<file path="src/rtl/serclk_pkg.sv">
package serclk_pkg;

  typedef enum logic {
    PH_LOW  = 1'b0,
    PH_HIGH = 1'b1
  } sclk_phase_e;

endpackage

</file>
<file path="src/rtl/serclk_tick_src.sv">
module serclk_tick_src #(
  parameter int PRE_DIV     = 4,
  parameter int SYNC_STAGES = 2
) (
  input  logic clk,
  input  logic rst_n,
  input  logic sel_internal,
  input  logic ext_clk,
  output logic tick_rise,
  output logic tick_fall
);

  localparam int PCW = (PRE_DIV > 2) ? $clog2(PRE_DIV) : 1;
  localparam logic [PCW-1:0] PRE_LAST = PCW'(PRE_DIV - 1);
  localparam logic [PCW-1:0] PRE_HALF = PCW'(PRE_DIV / 2);

  logic [PCW-1:0]       pre_cnt;
  logic [SYNC_STAGES:0] ext_sh;
  logic                 ext_now;
  logic                 ext_prev;
  logic                 int_rise;
  logic                 int_fall;

  // free-running prescaler: one input period per PRE_DIV system cycles
  always_ff @(posedge clk or negedge rst_n) begin
    if (!rst_n)                pre_cnt <= '0;
    else if (pre_cnt == PRE_LAST) pre_cnt <= '0;
    else                       pre_cnt <= pre_cnt + 1'b1;
  end

  assign int_rise = (pre_cnt == '0);
  assign int_fall = (pre_cnt == PRE_HALF);

  // synchronizer chain plus one history stage for edge detection
  for (genvar g = 0; g <= SYNC_STAGES; g++) begin : g_sync
    if (g == 0) begin : g_first
      always_ff @(posedge clk or negedge rst_n) begin
        if (!rst_n) ext_sh[g] <= 1'b0;
        else        ext_sh[g] <= ext_clk;
      end
    end else begin : g_next
      always_ff @(posedge clk or negedge rst_n) begin
        if (!rst_n) ext_sh[g] <= 1'b0;
        else        ext_sh[g] <= ext_sh[g-1];
      end
    end
  end

  assign ext_now  = ext_sh[SYNC_STAGES-1];
  assign ext_prev = ext_sh[SYNC_STAGES];

  assign tick_rise = sel_internal ? int_rise : (ext_now & ~ext_prev);
  assign tick_fall = sel_internal ? int_fall : (~ext_now & ext_prev);

endmodule

</file>
<file path="src/rtl/serclk_phase_gen.sv">
module serclk_phase_gen
  import serclk_pkg::*;
#(
  parameter int DIV_W = 8
) (
  input  logic             clk,
  input  logic             rst_n,
  input  logic             tick_rise,
  input  logic             tick_fall,
  input  logic [DIV_W-1:0] div_sel,
  input  logic             mode_sel,
  output logic             sclk,
  output logic             rise_stb,
  output logic             fall_stb,
  output logic [DIV_W-1:0] div_act,
  output logic             mode_act
);

  // high phase length in input periods
  function automatic logic [DIV_W-1:0] hi_len(input logic [DIV_W-1:0] d);
    logic [DIV_W:0] s;
    s = {1'b0, d} + 1'b1;
    if (d[0]) return s[DIV_W:1];
    else      return {1'b0, d[DIV_W-1:1]} + 1'b1;
  endfunction

  // low phase length in input periods
  function automatic logic [DIV_W-1:0] lo_len(input logic [DIV_W-1:0] d);
    logic [DIV_W:0] s;
    s = {1'b0, d} + 1'b1;
    if (d[0]) return s[DIV_W:1];
    else      return {1'b0, d[DIV_W-1:1]};
  endfunction

  sclk_phase_e      phase_q;
  logic [DIV_W-1:0] cnt_q;
  logic             bypass;
  logic             last_tick;
  logic             go_rise;
  logic             go_fall;

  assign bypass    = (div_act == '0);
  assign last_tick = tick_rise && (cnt_q == DIV_W'(1));
  assign go_rise   = (phase_q == PH_LOW) && tick_rise && (bypass || cnt_q == DIV_W'(1));
  assign go_fall   = (phase_q == PH_HIGH) && (bypass ? tick_fall : last_tick);

  always_ff @(posedge clk or negedge rst_n) begin
    if (!rst_n) begin
      phase_q  <= PH_LOW;
      cnt_q    <= '0;
      div_act  <= '0;
      mode_act <= 1'b1;
      rise_stb <= 1'b0;
      fall_stb <= 1'b0;
    end else begin
      rise_stb <= go_rise;
      fall_stb <= go_fall;
      if (go_rise) begin
        phase_q  <= PH_HIGH;
        div_act  <= div_sel;
        mode_act <= mode_sel;
        cnt_q    <= hi_len(div_sel);
      end else if (go_fall) begin
        phase_q  <= PH_LOW;
        cnt_q    <= lo_len(div_act);
      end else if (tick_rise && cnt_q != '0) begin
        cnt_q    <= cnt_q - 1'b1;
      end
    end
  end

  assign sclk = (phase_q == PH_HIGH);

endmodule

</file>
<file path="src/rtl/serclk_divider.sv">
module serclk_divider #(
  parameter int DIV_W       = 8,
  parameter int PRE_DIV     = 4,
  parameter int SYNC_STAGES = 2
) (
  input  logic             clk,
  input  logic             rst_n,
  input  logic             mode_internal,
  input  logic             ext_clk,
  input  logic [DIV_W-1:0] div_sel,
  output logic             sclk_out,
  output logic             rise_stb,
  output logic             fall_stb
);

  // internal events brought out for the checker
  logic             tick_rise;
  logic             tick_fall;
  logic             mode_act;
  logic [DIV_W-1:0] div_act;

  serclk_tick_src #(
    .PRE_DIV     (PRE_DIV),
    .SYNC_STAGES (SYNC_STAGES)
  ) u_src (
    .clk          (clk),
    .rst_n        (rst_n),
    .sel_internal (mode_act),
    .ext_clk      (ext_clk),
    .tick_rise    (tick_rise),
    .tick_fall    (tick_fall)
  );

  serclk_phase_gen #(
    .DIV_W (DIV_W)
  ) u_phase (
    .clk       (clk),
    .rst_n     (rst_n),
    .tick_rise (tick_rise),
    .tick_fall (tick_fall),
    .div_sel   (div_sel),
    .mode_sel  (mode_internal),
    .sclk      (sclk_out),
    .rise_stb  (rise_stb),
    .fall_stb  (fall_stb),
    .div_act   (div_act),
    .mode_act  (mode_act)
  );

endmodule

</file>
<file path="config.mk">
export PLATFORM = sky130hd
export DESIGN_NAME = serclk_divider
export DESIGN_NICKNAME = d
export VERILOG_FILES = /design/src/rtl/serclk_pkg.sv /design/src/rtl/serclk_tick_src.sv /design/src/rtl/serclk_phase_gen.sv /design/src/rtl/serclk_divider.sv
export SDC_FILE = /design/constraint.sdc
export NUM_CORES = 1
export LEC_CHECK = 0
export BUFFER_PORTS_ARGS = -buffer_cell sky130_fd_sc_hd__buf_2
export CAP_MARGIN = 25
export CORE_ASPECT_RATIO = 0.8
export CORE_MARGIN = 1
export CORE_UTILIZATION = 45
export CTS_CLUSTER_SIZE = 30
export DETAILED_ROUTE_END_ITERATION = 8
export HOLD_SLACK_MARGIN = 0.15
export PLACE_DENSITY = 0.76
export SLEW_MARGIN = 20
export SYNTH_ARGS = -nofsm -noshare
export SYNTH_HDL_FRONTEND = slang
export SYNTH_HIERARCHICAL = 1
export SYNTH_SLANG_ARGS = --single-unit
</file>
<file path="constraint.sdc">
create_clock -name clk -period 2.3 [get_ports clk]
set_input_delay 0.115 -clock clk [delete_from_list [all_inputs] [get_ports clk]]
set_output_delay 0.115 -clock clk [all_outputs]
set_load 0.01 [all_outputs]
</file>
==> impl_metrics.env, run 1 <==
export IMPL_synth_distinct_cells=43
export IMPL_ff2ff_setup_slack_ns=0.05
export IMPL_p_sw_mw=0.488
export IMPL_placedCellCount=208
export IMPL_power_density_mw_per_mm2=726
export IMPL_synthCells=152
export IMPL_dp_slack_ns=0.0373
export IMPL_ir_worst_vdd_mv=0.451
export IMPL_dr_first_iter_drc_count=45
export IMPL_status="finished clean"
export IMPL_nets=206
export IMPL_rows=18
export IMPL_synth_nets=173
export IMPL_hold_end="u_phase/div_act[3]$_DFFE_PN0N_"
export IMPL_hp_start="div_sel[3]"
export IMPL_antenna_found_initial=0
export IMPL_gr_total_overflow=0
export IMPL_die_area_mm2=0.00372
export IMPL_dr_pass1_iters=4
export IMPL_routabilityCongestion=0.877
export IMPL_start_kind="register"
export IMPL_crit_path_max_fanout=11
export IMPL_timing_rr_end="u_phase/cnt_q[6]$_DFFE_PN0P_"
export IMPL_leakagePower_nw=0.887
export IMPL_die_h_um=54.7
export IMPL_synth_async_reset_ratio=1.00
export IMPL_hpwl_um=2620
export IMPL_worstPathCellList="inv_2 -> ha_1 -> or4b_4 -> nor4_4 -> mux2_4 -> inv_4 -> mux2_4 -> o21ai_2"
export IMPL_seq_area_um2=627
export IMPL_fmax_mhz=445
export IMPL_clkSlewWorstSetupHoldPaths_ns=0.08
export IMPL_finalSetupViolCount=0
export IMPL_post_route_min_period_ns=2.25
export IMPL_area_growth_pct=20.2
export IMPL_viasPerCell=5.42
export IMPL_yosysWarnings=6
export IMPL_hold_violations=0
export IMPL_clock_sinks=25
export IMPL_route_detailed_drc=0
export IMPL_ys_flop_type="dfrtp_1"
export IMPL_portBuffers=14
export IMPL_slowest_stage="or4b_4"
export IMPL_multi_input_area_um2=872
export IMPL_initial_core_util=0.489
export IMPL_synth_area_per_cell_um2=10.3
export IMPL_grt_first_pass_wirelength_um=5850
export IMPL_worstMarginPinSlew_ns=0.533
export IMPL_seq_area_frac_synth=0.401
export IMPL_crit_top_cell="mux2_4"
export IMPL_cap_viol_max_count=0
export IMPL_min_period_over_period=0.977
export IMPL_p_comb_frac=0.333
export IMPL_root_buffer="clkbuf_8"
export IMPL_p_seq_frac=0.479
export IMPL_min_path_cells=2
export IMPL_cts_buffers_inserted=3
export IMPL_filler_cell_count=277
export IMPL_diodes=0
export IMPL_first_global_vias=1238
export IMPL_final_cells=224
export IMPL_grt_max_degree=26
export IMPL_cp_slowest_stage_delay_ns=0.47
export IMPL_ys_seq_elements=25
export IMPL_worst_setup_path_type="register to register"
export IMPL_syn_area_mm2=0.00156
export IMPL_crit_arrival_ns=2.45
export IMPL_fin_skew_ns=0.00213
export IMPL_htree_num_levels=1
export IMPL_total_power_mw=1.37
export IMPL_vias=1214
export IMPL_intPower_mw=0.877
export IMPL_wl_per_cell_um=15.2
export IMPL_drv_slew=0
export IMPL_setup_worst_path_end_class="register"
export IMPL_synth_edf_count=0
export IMPL_swShare=0.357
export IMPL_clk_latency_ns=0.27
export IMPL_pin_count=15
export IMPL_whs_ns=0.164
export IMPL_slew_headroom=0.645
export IMPL_p_clk_frac=0.188
export IMPL_drive_gt1_frac=0.245
export IMPL_holdCritPathClass="input pin to register"
export IMPL_ant_nets=0
export IMPL_wl_um=3410
export IMPL_cts_buffer_depth=2
export IMPL_grt_total_usage=0.226
export IMPL_rr_startpoint="u_phase/div_act[1]$_DFFE_PN0N_"
export IMPL_fp_coreArea_mm2=0.00320
export IMPL_rsz0062_at_grt="yes"
export IMPL_required_ns=2.51
export IMPL_cts_tree="done"
export IMPL_r2r_cells=8
export IMPL_die_x_um=67.9
export IMPL_fin_ws_ns=0.0522
-- worst max-delay path, delay by kind of cell (launching register included) --
kind / cells / cell delay, ns
and+or+nand+nor: 2 / 0.66
AOI/OAI and AO/OA: 1 / 0.10
buffers and inverters: 2 / 0.16
adders and majority gates: 1 / 0.13
DFF: 1 / 0.41
muxes: 2 / 0.71
-- Yosys cell counts (2+ instances only) --
cell      number  area (µm²)
a21oi_1        2        10.0
a32oi_1        3        26.3
o21ai_2        3        26.3
ha_1           9         113
xor2_1         5        43.8
o21ai_1        3        15.0
nand4_1        4        25.0
mux2i_1        5        50.1
mux2_4         2        30.0
nor2_1        10        37.5
nand3_1        4        20.0
xnor2_1       10        87.6
o31ai_1        3        22.5
dfrtp_1       24         601
nor3_1         2        10.0
inv_1          8        30.0
nand2b_1       3        18.8
nand2_1       12        45.0
mux2_2         7        78.8
or4b_1         2        20.0
o21ai_0        5        25.0
and3_1         3        18.8
or3_1          2        12.5
buf_2          2        10.0
-- timing repair --
item / 4_1_cts / 5_1_grt
setup endpoints to repair: 0 / 9
setup buffers: 0 / 2
endpoints found under the hold margin: 35 / 0
hold buffers: 10 / 0
gates resized for setup: 0 / 3
-- per-layer routing --
| metal | global-route usage | routed length (µm) | vias up |
|---|---|---|---|
| met1 | 0.294 | 1620 | 577 |
| met3 | 0.0521 | 150 | 5 |
| met4 | 0.108 | 63 | 0 |
| li1 | - | - | 603 |
| met2 | 0.360 | 1580 | 29 |
| met5 | 0 | 0 | - |
-- stage by stage --
step | area (µm²) | util | TNS [ns]
global route | 1880 | 0.588 | -0.0280
global placement | 1710 | 0.536 | 0
detailed placement | 1710 | 0.536 | 0
floorplan | 1560 | - | 0
finish | 1880 | 0.588 | 0
CTS | 1860 | 0.581 | 0
-- power groups by stage --
| stage | clock network (mW) | registers [mW] | logic, mW |
|---|---|---|---|
| finish | 0.257 | 0.655 | 0.454 |
| global route | 0.289 | 0.675 | 0.512 |
| floorplan | 0 | 0.618 | 0.323 |
| CTS | 0.270 | 0.648 | 0.452 |
| global placement | 0 | 0.650 | 0.410 |
| detailed placement | 0 | 0.656 | 0.435 |
-- worst max path at each step --
| stage | from | slack, ns | endpoint | depth (start not counted) |
|---|---|---|---|---|
| after global routing | u_phase/div_act[0]$_DFFE_PN0N_ | -0.03 | u_phase/cnt_q[6]$_DFFE_PN0P_ | 8 |
| after detailed placement | u_phase/div_act[1]$_DFFE_PN0N_ | 0.04 | u_phase/cnt_q[6]$_DFFE_PN0P_ | 8 |
| after floorplan | u_phase/div_act[0]$_DFFE_PN0N_ | 0.16 | u_phase/cnt_q[6]$_DFFE_PN0P_ | 8 |
| after CTS | u_phase/div_act[1]$_DFFE_PN0N_ | 0.02 | u_phase/cnt_q[6]$_DFFE_PN0P_ | 8 |
| after global placement | u_phase/div_act[1]$_DFFE_PN0N_ | 0.12 | u_phase/cnt_q[6]$_DFFE_PN0P_ | 8 |
| final | u_phase/div_act[1]$_DFFE_PN0N_ | 0.05 | u_phase/cnt_q[6]$_DFFE_PN0P_ | 8 |
-- layout by cell type, fill, tap and decap left out, drive strengths merged, types with 2 or more instances in the layout --
| cell type | count |
|---|---|
| dfrtp | 24 |
| buf | 23 |
| nand2 | 12 |
| o21ai | 11 |
| dlygate4sd3 | 10 |
| xnor2 | 10 |
| nor2 | 10 |
| ha | 9 |
| mux2 | 9 |
| inv | 9 |
| xor2 | 5 |
| mux2i | 5 |
| nand4 | 4 |
| nand3 | 4 |
| clkbuf | 4 |
| and3 | 3 |
| a32oi | 3 |
| o31ai | 3 |
| nand2b | 3 |
| or4b | 3 |
| nor3 | 2 |
| or3 | 2 |
| a21oi | 2 |
-- cell type report --
cell class                 instances  share of cell area
inverter                           9              0.0193
sequential                        25               0.333
timing repair buffer              33               0.133
multi-input combinational        113               0.464
tap                               40              0.0266
clock buffer                       4              0.0240
-- cells by family after synthesis --
| group | share of synthesized area |
|---|---|
| mux | 0.102 |
| buf+inv | 0.0456 |
| xor+xnor | 0.0840 |
| simple gates | 0.174 |
| fa+ha+maj | 0.0720 |
| compound gates | 0.122 |
| flops | 0.401 |
-- sequential cells by signal (all words and copies together) (netlist names) --
name,flops
u_src/pre_cnt,2
u_phase/sclk,1
u_phase/cnt_q,8
u_src/ext_prev,1
u_src/ext_sh,1
u_phase/mode_act,1
u_phase/rise_stb,1
u_phase/div_act,8
u_src/ext_now,1
u_phase/fall_stb,1
Note: power is estimated with default switching activity, not from simulation.
==> run 2: changes to the inputs <==
Settings changed: ABC_AREA set to 1, PLACE_DENSITY 0.76 to 0.75.
==> run 2 against run 1 <==
Compared with the run above:
- synthesized cell count increased by 59%
- largest power group unchanged
- routed wire length increased by 8.1%
- critical endpoint is now u_phase/cnt_q[0]$_DFFE_PN0P_
- clock-buffer cell count decreased by 1
- highest routed layer unchanged
==> impl_metrics.env, run 2 <==
export IMPL_synth_async_reset_ratio=1.00
export IMPL_power_density_mw_per_mm2=392
export IMPL_cts_buffers_inserted=3
export IMPL_synthMostInstantiatedCell="nand2_1"
export IMPL_gr_total_overflow=0
export IMPL_synth_distinct_cells=22
export IMPL_crit_arrival_ns=2.15
export IMPL_synth_top_area_frac=0.352
export IMPL_cts_tree="done"
export IMPL_clk_latency_ns=0.27
export IMPL_grt_total_usage=0.205
export IMPL_post_route_min_period_ns=1.98
export IMPL_crit_path_max_fanout=22
export IMPL_ant_nets=0
export IMPL_die_h_um=57.1
export IMPL_cap_viol_max_count=0
export IMPL_dr_first_iter_drc_count=89
export IMPL_p_comb_frac=0.058
export IMPL_final_cell_mix="nand2_1 (67), nor2_1 (34), inv_1 (30)"
export IMPL_swShare=0.223
export IMPL_setup_worst_path_end_class="register"
export IMPL_finalSetupTns_ns=0
export IMPL_status="finished clean"
export IMPL_htree_num_levels=1
export IMPL_antenna_found_initial=0
export IMPL_required_ns=2.47
export IMPL_diodes=0
export IMPL_pin_count=15
export IMPL_yosysWarnings=6
export IMPL_ys_seq_elements=25
export IMPL_rows=19
export IMPL_drive_gt1_frac=0.125
export IMPL_hold_violations=0
export IMPL_worstMarginPinSlew_ns=0.571
export IMPL_synth_edf_count=0
export IMPL_clkSlewWorstSetupHoldPaths_ns=0.09
export IMPL_clock_sinks=25
export IMPL_area_growth_pct=11.8
export IMPL_route_detailed_drc=0
export IMPL_p_clk_frac=0.350
export IMPL_leakagePower_nw=1.10
export IMPL_die_area_mm2=0.00404
export IMPL_fp_coreArea_mm2=0.00352
export IMPL_synth_top_cell_by_area="dfrtp_1"
export IMPL_postCtsResizedCells=0
export IMPL_first_global_vias=1415
export IMPL_initial_core_util=0.485
export IMPL_vias=1550
export IMPL_min_path_cells=3
export IMPL_synthCells=242
export IMPL_wl_per_cell_um=12.1
export IMPL_start_kind="register"
export IMPL_grt_first_pass_wirelength_um=6390
export IMPL_ys_flop_type="dfrtp_1"
export IMPL_synth_nets=263
export IMPL_routabilityCongestion=0.962
export IMPL_slew_headroom=0.619
export IMPL_post_cts_setup_buffer_count=0
export IMPL_yosys_top_cells_count="nand2_1 (67), nor2_1 (34), inv_1 (30), nand3_1 (27), dfrtp_1 (24)"
export IMPL_ir_worst_vdd_mv=0.374
export IMPL_p_seq_frac=0.592
export IMPL_viasPerCell=5.08
export IMPL_grt_max_degree=26
export IMPL_rsz0062_at_grt="no"
export IMPL_r2r_cells=11
export IMPL_final_common_cell="nand2_1"
export IMPL_syn_area_mm2=0.00171
export IMPL_hpwl_um=2770
export IMPL_seq_area_frac_synth=0.367
export IMPL_min_period_over_period=0.862
export IMPL_finalSetupViolCount=0
export IMPL_cts_buffer_depth=2
export IMPL_intPower_mw=0.582
export IMPL_dr_pass1_iters=7
export IMPL_drv_slew=0
export IMPL_root_buffer="clkbuf_8"
export IMPL_die_x_um=70.9
export IMPL_fmax_mhz=505
export IMPL_dp_slack_ns=0.335
export IMPL_worst_setup_path_type="register to register"
export IMPL_p_sw_mw=0.167
export IMPL_portBuffers=14
export IMPL_fin_ws_ns=0.318
export IMPL_top_regs="u_phase/cnt_q: 8 flops, u_phase/div_act: 8 flops, u_src/pre_cnt: 2 flops"
export IMPL_wl_um=3690
export IMPL_holdCritPathClass="input pin to register"
export IMPL_synth_area_per_cell_um2=7.05
export IMPL_fin_skew_ns=0.000831
export IMPL_nets=285
export IMPL_yosys_top_cells_area="dfrtp_1 (35%), nand2_1 (15%), nand3_1 (7.9%)"
## run 2: changes by cell type in the layout (fill, tap and decap cells not counted), sizes merged, moves of 4 or more
| cell | delta |
|---|---|
| mux2 | -9 |
| nor2 | +25 |
| inv | +25 |
| xor2 | +4 |
| buf | -8 |
| nand4 | -4 |
| nand3 | +23 |
| mux2i | -5 |
| xnor2 | -8 |
| a21oi | +10 |
| dlygate4sd3 | -4 |
| nand2 | +60 |
## run 2: power groups by stage
stage | sequential, mW | combinational, mW | clock, mW
after floorplan | 0.452 | 0.0104 | 0
after global placement | 0.452 | 0.0352 | 0
after detailed placement | 0.452 | 0.0352 | 0
after CTS | 0.443 | 0.0431 | 0.272
after global routing | 0.444 | 0.0486 | 0.290
final | 0.443 | 0.0432 | 0.262
## run 2: worst max-delay path, stage by stage (launching register included)
cell and delay (ns):
dfrtp_1 0.40, inv_1 0.09, ha_1 0.15, nand2_1 0.05, nand2_1 0.07, inv_1 0.05, nor2_1 0.24, nand2_2 0.30
inv_2 0.24, nand2_1 0.14, nand3_1 0.11, nand2_1 0.05
## run 2: area by class of cell
type	count	area (µm²)
well taps	42	52.6
clock inverters	1	5.00
repair buffers	21	138
fillers	341	1610
inverters	34	128
multi-input cells	179	917
flip-flops and latches	25	627
clock buffers	3	41.3
## run 2: per-layer routing
layer  vias to the layer above  GRT usage  wire length [µm]
met5                         -          0                 0
met4                         0     0.0514                52
met3                         6     0.0459               223
met2                        51      0.312              1600
met1                       703      0.297              1810
li1                        790          -                 -
## run 2: path summary, 6_finish.rpt
| path | endpoint | startpoint | slack, ns |
|---|---|---|---|
| worst max-delay path | u_phase/cnt_q[0]$_DFFE_PN0P_ | u_src/pre_cnt[0]$_DFF_PN0_ | 0.32 |
| min in group asynchronous | u_phase/div_act[1]$_DFFE_PN0N_ | rst_n | 0.37 |
| worst min register to register | u_src/ext_now$_DFF_PN0_ | u_src/ext_sh[0]$_DFF_PN0_ | 0.35 |
| worst min-delay path | u_phase/div_act[5]$_DFFE_PN0N_ | div_sel[5] | 0.16 |
| max in group asynchronous | u_phase/mode_act$_DFFE_PN1N_ | rst_n | 1.55 |
| worst max register to register | u_phase/cnt_q[0]$_DFFE_PN0P_ | u_src/pre_cnt[0]$_DFF_PN0_ | 0.32 |
## run 2: through the flow
stage / area [µm²] / cells / power (mW) / hold slack, ns / utilization
after floorplan: 1710 / 242 / 0.462 / -0.181 / -
after global placement: 1800 / 295 / 0.487 / 0.144 / 0.512
after detailed placement: 1800 / 295 / 0.487 / 0.143 / 0.512
after CTS: 1910 / 305 / 0.758 / 0.156 / 0.542
after global routing: 1910 / 305 / 0.783 / 0.169 / 0.542
final: 1910 / 305 / 0.748 / 0.159 / 0.542
## run 2: cells by family after synthesis
group / after synthesis / share of synthesized area
simple gates: 137 / 0.337
buf+inv: 38 / 0.0953
flops: 25 / 0.367
compound gates: 22 / 0.0777
xor+xnor: 11 / 0.0565
fa+ha+maj: 9 / 0.0660
## run 2: repair_timing
item / in CTS / in global routing
setup endpoints to repair: 0 / 0
hold buffers: 6 / 0
hold endpoints to repair: 29 / 0
